File: src/rtl/agu_pkg.sv
package agu_pkg;
  typedef enum logic [1:0] {
    AGU_INDEXED = 2'd0,
    AGU_POSTINC = 2'd1,
    AGU_PCREL   = 2'd2,
    AGU_ARITH   = 2'd3
  } agu_mode_e;
endpackage

File: src/rtl/agu_scaler.sv
module agu_scaler #(
  parameter int AW = 32,
  parameter int SW = 2
) (
  input  logic [AW-1:0] idx_i,
  input  logic [SW-1:0] scale_i,
  output logic [AW-1:0] scaled_o,
  output logic [AW-1:0] elem_size_o
);
  localparam int NSCALE = 1 << SW;

  logic [AW-1:0] shifted [NSCALE];
  logic [AW-1:0] sizes   [NSCALE];

  for (genvar s = 0; s < NSCALE; s++) begin : g_scale
    assign shifted[s] = idx_i << s;
    assign sizes[s]   = AW'(1) << s;
  end

  assign scaled_o    = shifted[scale_i];
  assign elem_size_o = sizes[scale_i];
endmodule

File: src/rtl/agu_opsel.sv
module agu_opsel
  import agu_pkg::*;
#(
  parameter int AW = 32,
  parameter int DW = 16
) (
  input  agu_mode_e     mode_i,
  input  logic          seg_en_i,
  input  logic [AW-1:0] seg_base_i,
  input  logic [AW-1:0] base_i,
  input  logic [AW-1:0] scaled_i,
  input  logic [DW-1:0] disp_i,
  input  logic [AW-1:0] pc_i,
  output logic [AW-1:0] op_a_o,
  output logic [AW-1:0] op_b_o
);
  localparam int EXT = AW - DW;

  logic [AW-1:0] disp_sx;
  logic [AW-1:0] seg_v;

  assign disp_sx = {{EXT{disp_i[DW-1]}}, disp_i};
  assign seg_v   = seg_en_i ? seg_base_i : '0;

  always_comb begin
    unique case (mode_i)
      AGU_POSTINC: begin
        op_a_o = base_i;
        op_b_o = seg_v;
      end
      AGU_PCREL: begin
        op_a_o = pc_i;
        op_b_o = disp_sx;
      end
      default: begin
        op_a_o = base_i + scaled_i + seg_v;
        op_b_o = disp_sx;
      end
    endcase
  end
endmodule

File: src/rtl/agu_wrap_add.sv
module agu_wrap_add #(
  parameter int AW = 32
) (
  input  logic [AW-1:0] a_i,
  input  logic [AW-1:0] b_i,
  output logic [AW-1:0] sum_o,
  output logic          ovf_o
);
  logic [AW-1:0] low;
  logic [AW:0]   full;
  logic          c_msb_in;

  // carry into the top bit comes from the low AW-1 bits
  assign low      = {1'b0, a_i[AW-2:0]} + {1'b0, b_i[AW-2:0]};
  assign c_msb_in = low[AW-1];
  assign full     = {1'b0, a_i} + {1'b0, b_i};
  assign sum_o    = full[AW-1:0];
  assign ovf_o    = c_msb_in ^ full[AW];
endmodule

File: src/rtl/agu_top.sv
module agu_top
  import agu_pkg::*;
#(
  parameter int AW = 32,
  parameter int DW = 16
) (
  input  logic          clk_i,
  input  logic          rst_ni,
  input  logic          req_valid_i,
  input  logic [1:0]    mode_i,
  input  logic          seg_en_i,
  input  logic [AW-1:0] seg_base_i,
  input  logic [AW-1:0] base_i,
  input  logic [AW-1:0] index_i,
  input  logic [1:0]    scale_i,
  input  logic [DW-1:0] disp_i,
  input  logic [AW-1:0] pc_i,
  output logic          res_valid_o,
  output logic [AW-1:0] res_o,
  output logic          res_is_addr_o,
  output logic          wrap_o,
  output logic          wb_en_o,
  output logic [AW-1:0] wb_data_o
);
  agu_mode_e     mode;
  logic [AW-1:0] scaled, elem_size, op_a, op_b, sum;
  logic          ovf;

  assign mode = agu_mode_e'(mode_i);

  agu_scaler #(.AW(AW), .SW(2)) u_scaler (
    .idx_i      (index_i),
    .scale_i    (scale_i),
    .scaled_o   (scaled),
    .elem_size_o(elem_size)
  );

  agu_opsel #(.AW(AW), .DW(DW)) u_opsel (
    .mode_i    (mode),
    .seg_en_i  (seg_en_i),
    .seg_base_i(seg_base_i),
    .base_i    (base_i),
    .scaled_i  (scaled),
    .disp_i    (disp_i),
    .pc_i      (pc_i),
    .op_a_o    (op_a),
    .op_b_o    (op_b)
  );

  agu_wrap_add #(.AW(AW)) u_add (
    .a_i  (op_a),
    .b_i  (op_b),
    .sum_o(sum),
    .ovf_o(ovf)
  );

  always_ff @(posedge clk_i or negedge rst_ni) begin
    if (!rst_ni) begin
      res_valid_o   <= 1'b0;
      res_o         <= '0;
      res_is_addr_o <= 1'b0;
      wrap_o        <= 1'b0;
      wb_en_o       <= 1'b0;
      wb_data_o     <= '0;
    end else begin
      res_valid_o <= req_valid_i;
      wb_en_o     <= req_valid_i && (mode == AGU_POSTINC);
      if (req_valid_i) begin
        res_o         <= sum;
        res_is_addr_o <= (mode != AGU_ARITH);
        if (mode != AGU_ARITH) wrap_o <= ovf;
        if (mode == AGU_POSTINC) wb_data_o <= base_i + elem_size;
      end
    end
  end
endmodule

File: config.mk
export PLATFORM = sky130hd
export DESIGN_NAME = agu_top
export DESIGN_NICKNAME = d
export VERILOG_FILES = /design/src/rtl/agu_pkg.sv /design/src/rtl/agu_scaler.sv /design/src/rtl/agu_opsel.sv /design/src/rtl/agu_wrap_add.sv /design/src/rtl/agu_top.sv
export SDC_FILE = /design/constraint.sdc
export NUM_CORES = 1
export LEC_CHECK = 0
export ABC_CLOCK_PERIOD_IN_PS = 1480
export BUFFER_PORTS_ARGS = -buffer_cell sky130_fd_sc_hd__buf_2
export CAP_MARGIN = 10
export CORE_MARGIN = 1.5
export CORE_UTILIZATION = 45
export CTS_CLUSTER_SIZE = 24
export DETAILED_ROUTE_END_ITERATION = 7
export GPL_TIMING_DRIVEN = 0
export PLACE_DENSITY_LB_ADDON = 0.12
export SYNTH_ARGS = -nofsm -noshare
export SYNTH_HDL_FRONTEND = slang
export SYNTH_SLANG_ARGS = --single-unit
File: constraint.sdc
create_clock -name clk_i -period 1.48 [get_ports clk_i]
set_input_delay 0.148 -clock clk_i [delete_from_list [all_inputs] [get_ports clk_i]]
set_output_delay 0.148 -clock clk_i [all_outputs]
set_load 0.005 [all_outputs]
==> flow_metrics.py <==
metrics = {
    "outcome": {
        "outcome": "finished with violations",
        "violations": "setup timing",
    },
    "routing": {
        "post-route-drc-count": 0,
        "post_drt_via_cell_ratio": 5.791,
        "drtIter0Drc": 474,
        "dr_vias": 9236,
        "wl_per_cell_um": 20.39,
        "first_pass_iters": 5,
        "wirelength_mm": 32.53,
        "detail-route-antenna-nets": 0,
    },
    "synthesis": {
        "synthesis.yosys.warnings": 0,
        "synth_edf_count": 0,
        "avgSynthCellArea_um2": 8.798,
        "post_synthesis_instance_area_mm2": 0.008877,
        "seq_area_frac_synth": 0.1917,
        "ys_ff_latch": 68,
        "synth.net_count": 1266,
        "netlist-cell-type-count": 72,
        "async_reset_ff_frac": 1.000,
        "synth-main-ff-cell": "sky130_fd_sc_hd__dfrtp_1",
        "synthCells": 1009,
    },
    "final_layout": {
        "area.sequential_mm2": 0.001702,
        "multiInputGateArea_mm2": 0.008050,
        "finalNetCount": 1580,
        "synthToLayoutAreaGrowth_pct": 43.48,
        "nFillCells": 1662,
        "fraction_of_layout_instances_using_a_drive_strength_above_1": 0.4495,
        "finish.instance_area_mm2": 0.01274,
        "post_layout_nonfiller_instances": 1595,
    },
    "global_route": {
        "remaining_global_route_overflow": 0,
        "track_usage": 0.3165,
        "grt_first_pass_wirelength_mm": 49.34,
        "via_count_of_the_first_global_routing_pass": 9317,
        "initial_antenna_violation_count": 4,
        "grt_max_degree": 39,
    },
    "place": {
        "gpl.final_weighted_congestion": 0.9283,
        "placement.cell_area_mm2": 0.01071,
        "post-dp-hpwl_mm": 25.27,
        "place.port_buffers": 217,
        "placed_cells": 1492,
    },
    "power_and_ir_drop": {
        "report.power.total_uw": 15570,
        "irDropWorstVdd_v": 0.0006497,
        "total_power_density_per_cell_area_mw_per_mm2": 1222,
        "p_leak_uw": 0.005709,
    },
    "setup_path": {
        "worst-endpoint-required_ns": 1.71,
        "worstPathMaxFanout": 8,
        "crit_family": "compound AO/OA/AOI/OAI gates",
        "timing.critical_path.arrival_ns": 5.28,
        "cp.buffers_inverters": 3,
        "worstPathCellList": "clkbuf_16 > clkbuf_16 > buf_6 > mux2i_4 > o21ai_2 > fa_2 > ha_4 > a211oi_2 > o21bai_2 > nand4_1 > a21oi_2 > o211ai_1 > a2111oi_4 > or3_4 > a31o_4 > ha_4 > nand4_1 > or2_4 > o22a_1 > a21bo_4 > o21ai_4 > xnor2_2 > mux2_4",
        "endpoint_type_of_the_worst_setup_path": "flip-flop",
        "critical_path.startpoint_type": "primary input",
        "timing.critical_path.slowest_cell_delay_ns": 0.58,
        "highest_delay_cell_along_the_critical_path": "sky130_fd_sc_hd__fa_2",
        "critical_path_class": "primary input to flip-flop",
    },
    "floorplanning": {
        "core.rowCount": 51,
        "die_width_um": 143.5,
        "core_area_mm2": 0.01940,
        "die_h_um": 143.5,
        "top_level_ports": 220,
        "start_util": 0.4576,
        "die-area_mm2": 0.02058,
    },
    "timing": {
        "timing.hold.ws_ns": 0.1832,
        "post-route-period-util": 3.412,
        "relSlewSlack": 0.5149,
        "setup_repair_after_global_routing_missed_its_margin": "true",
        "worst_tran_pin_value_ns": 0.7276,
        "max_freq_mhz": 198.0,
        "finalWorstPathRequiredPeriod_ns": 5.049,
        "post_route_clock_skew_ns": 0,
        "setup_slack_ns": -3.569,
        "finalMaxSlewViolations": 0,
        "timing_hold_violations_final": 0,
        "finalSetupTns_ns": -107.07,
        "finalSetupViolCount": 63,
    },
    "clocking": {
        "clock_latency_on_the_worst_skew_pair_ns": 0.35,
        "htreeDepth": 3,
        "clock_path_buffers": 2,
        "cts-buffers-inserted": 9,
        "tritoncts": "built",
        "cts_root_buf": "sky130_fd_sc_hd__clkbuf_16",
        "path_clk_slew_ns": 0.06,
        "clock_tree_sinks": 68,
    },
    "run": {
        "maxCapViolations": 0,
    },
    "min_path": {
        "min-delay-path-class": "primary input to flip-flop",
    },
}
synth_stat cells (all sizes together) (30+ instances only):
cell	n	area, um^2
a21oi	91	455.4
inv	30	112.6
o21ai	69	352.8
xnor2	42	367.9
nand2	126	473.0
and2	37	231.5
ha	71	888.4
xor2	38	332.8
clkbuf	37	138.9
fa	34	680.7
mux2	39	439.2
nor2	42	160.2
dfrtp	68	1702
state kept, by name, summed over array words and instances (netlist names):
| signal | count |
|---|---|
| res_is_addr_o | 1 |
| res_o | 32 |
| res_valid_o | 1 |
| wb_en_o | 1 |
| wrap_o | 1 |
| wb_data_o | 32 |
power by group:
| part | total [uW] | internal (uW) | switching [uW] |
|---|---|---|---|
| logic | 10400 | 5120 | 5250 |
| registers | 2760 | 2460 | 299 |
| clock network | 2430 | 1520 | 907 |
metal layers:
metal / share of wire / up-vias / global-route usage
met4: 0.038 / 4 / 0.1337
met5: 0.00074 / - / 0
met1: 0.42 / 4464 / 0.3962
met3: 0.060 / 72 / 0.05432
met2: 0.48 / 348 / 0.5377
li1: - / 4348 / -
stage by stage:
step,setup WS (ns),utilization
detailed placement,-4.236,0.5522
floorplan,-3.396,-
finish,-3.569,0.6566
CTS,-3.488,0.6227
global placement,-4.165,0.5510
global route,-3.711,0.6563
final cells by class:
class	count	share of cell area
timing repair buffer	304	0.1472
tap	265	0.02603
buffer	49	0.02613
clock buffer	10	0.01876
sequential	68	0.1336
inverter	30	0.009037
multi-input combinational	861	0.6320
clock inverter	6	0.006876
antenna	2	0.0003929
worst register-to-register path, delay by kind of cell, from the launching register on:
| family | cells | cell delay [ns] |
|---|---|---|
| AND/OR/NAND/NOR | 1 | 0.13 |
| AO/OA/AOI/OAI | 1 | 0.23 |
| flip-flops | 1 | 0.37 |
path summary, 6_finish.rpt:
check | from | to | slack (ns) | cells after the start
setup / recovery | scale_i[0] | res_o[31] | -3.57 | 23
hold / removal | base_i[10] | wb_data_o[10] | 0.18 | 3
setup reg to reg | res_o[29] | res_o[29] | 0.64 | 2
hold reg to reg | wb_data_o[27] | wb_data_o[27] | 0.47 | 2
max in group asynchronous | rst_ni | res_o[2] | 0.64 | 3
min in group asynchronous | rst_ni | wb_data_o[30] | 0.27 | 2
cell usage in the layout, fill, tap and decap left out, types with 10 or more instances in the layout:
cell	Yosys	layout
sky130_fd_sc_hd__mux2_2	39	24
sky130_fd_sc_hd__a221oi_1	28	28
sky130_fd_sc_hd__ha_4	0	17
sky130_fd_sc_hd__fa_1	34	31
sky130_fd_sc_hd__o21ai_0	60	18
sky130_fd_sc_hd__nand3_1	20	10
sky130_fd_sc_hd__xnor2_1	42	29
sky130_fd_sc_hd__o21bai_1	12	11
sky130_fd_sc_hd__ha_2	0	10
sky130_fd_sc_hd__xor2_1	38	36
sky130_fd_sc_hd__o21ai_2	2	11
sky130_fd_sc_hd__buf_6	0	25
sky130_fd_sc_hd__a21oi_1	91	56
sky130_fd_sc_hd__and3_1	15	13
sky130_fd_sc_hd__xnor2_2	0	13
sky130_fd_sc_hd__and2_1	37	35
sky130_fd_sc_hd__buf_2	4	220
sky130_fd_sc_hd__nor2_1	41	34
sky130_fd_sc_hd__mux2_4	0	15
sky130_fd_sc_hd__a21oi_2	0	27
sky130_fd_sc_hd__nand2_1	126	119
sky130_fd_sc_hd__dfrtp_1	68	68
sky130_fd_sc_hd__clkbuf_1	37	19
sky130_fd_sc_hd__a21o_1	29	29
sky130_fd_sc_hd__o21ai_1	7	38
sky130_fd_sc_hd__inv_1	30	21
sky130_fd_sc_hd__ha_1	71	44
sky130_fd_sc_hd__buf_4	0	61
sky130_fd_sc_hd__clkbuf_16	0	11
sky130_fd_sc_hd__mux4_2	27	27
cells by family after synthesis:
logic type	share of synthesized area
multiplexers	0.1214
adder cells (fa/ha/maj)	0.1767
AND/OR/NAND/NOR	0.1607
flip-flops	0.1917
XOR/XNOR	0.07893
buffers and inverters	0.03439
AO/OA/AOI/OAI	0.2362
what timing repair did:
action,CTS,global route
buffers inserted,58,30
endpoints found under the setup margin,62,65
resized for setup,139,98
pin swaps,87,77
hold endpoints to repair,31,0
hold buffers,2,0
Power figures use the tool's default switching activity.
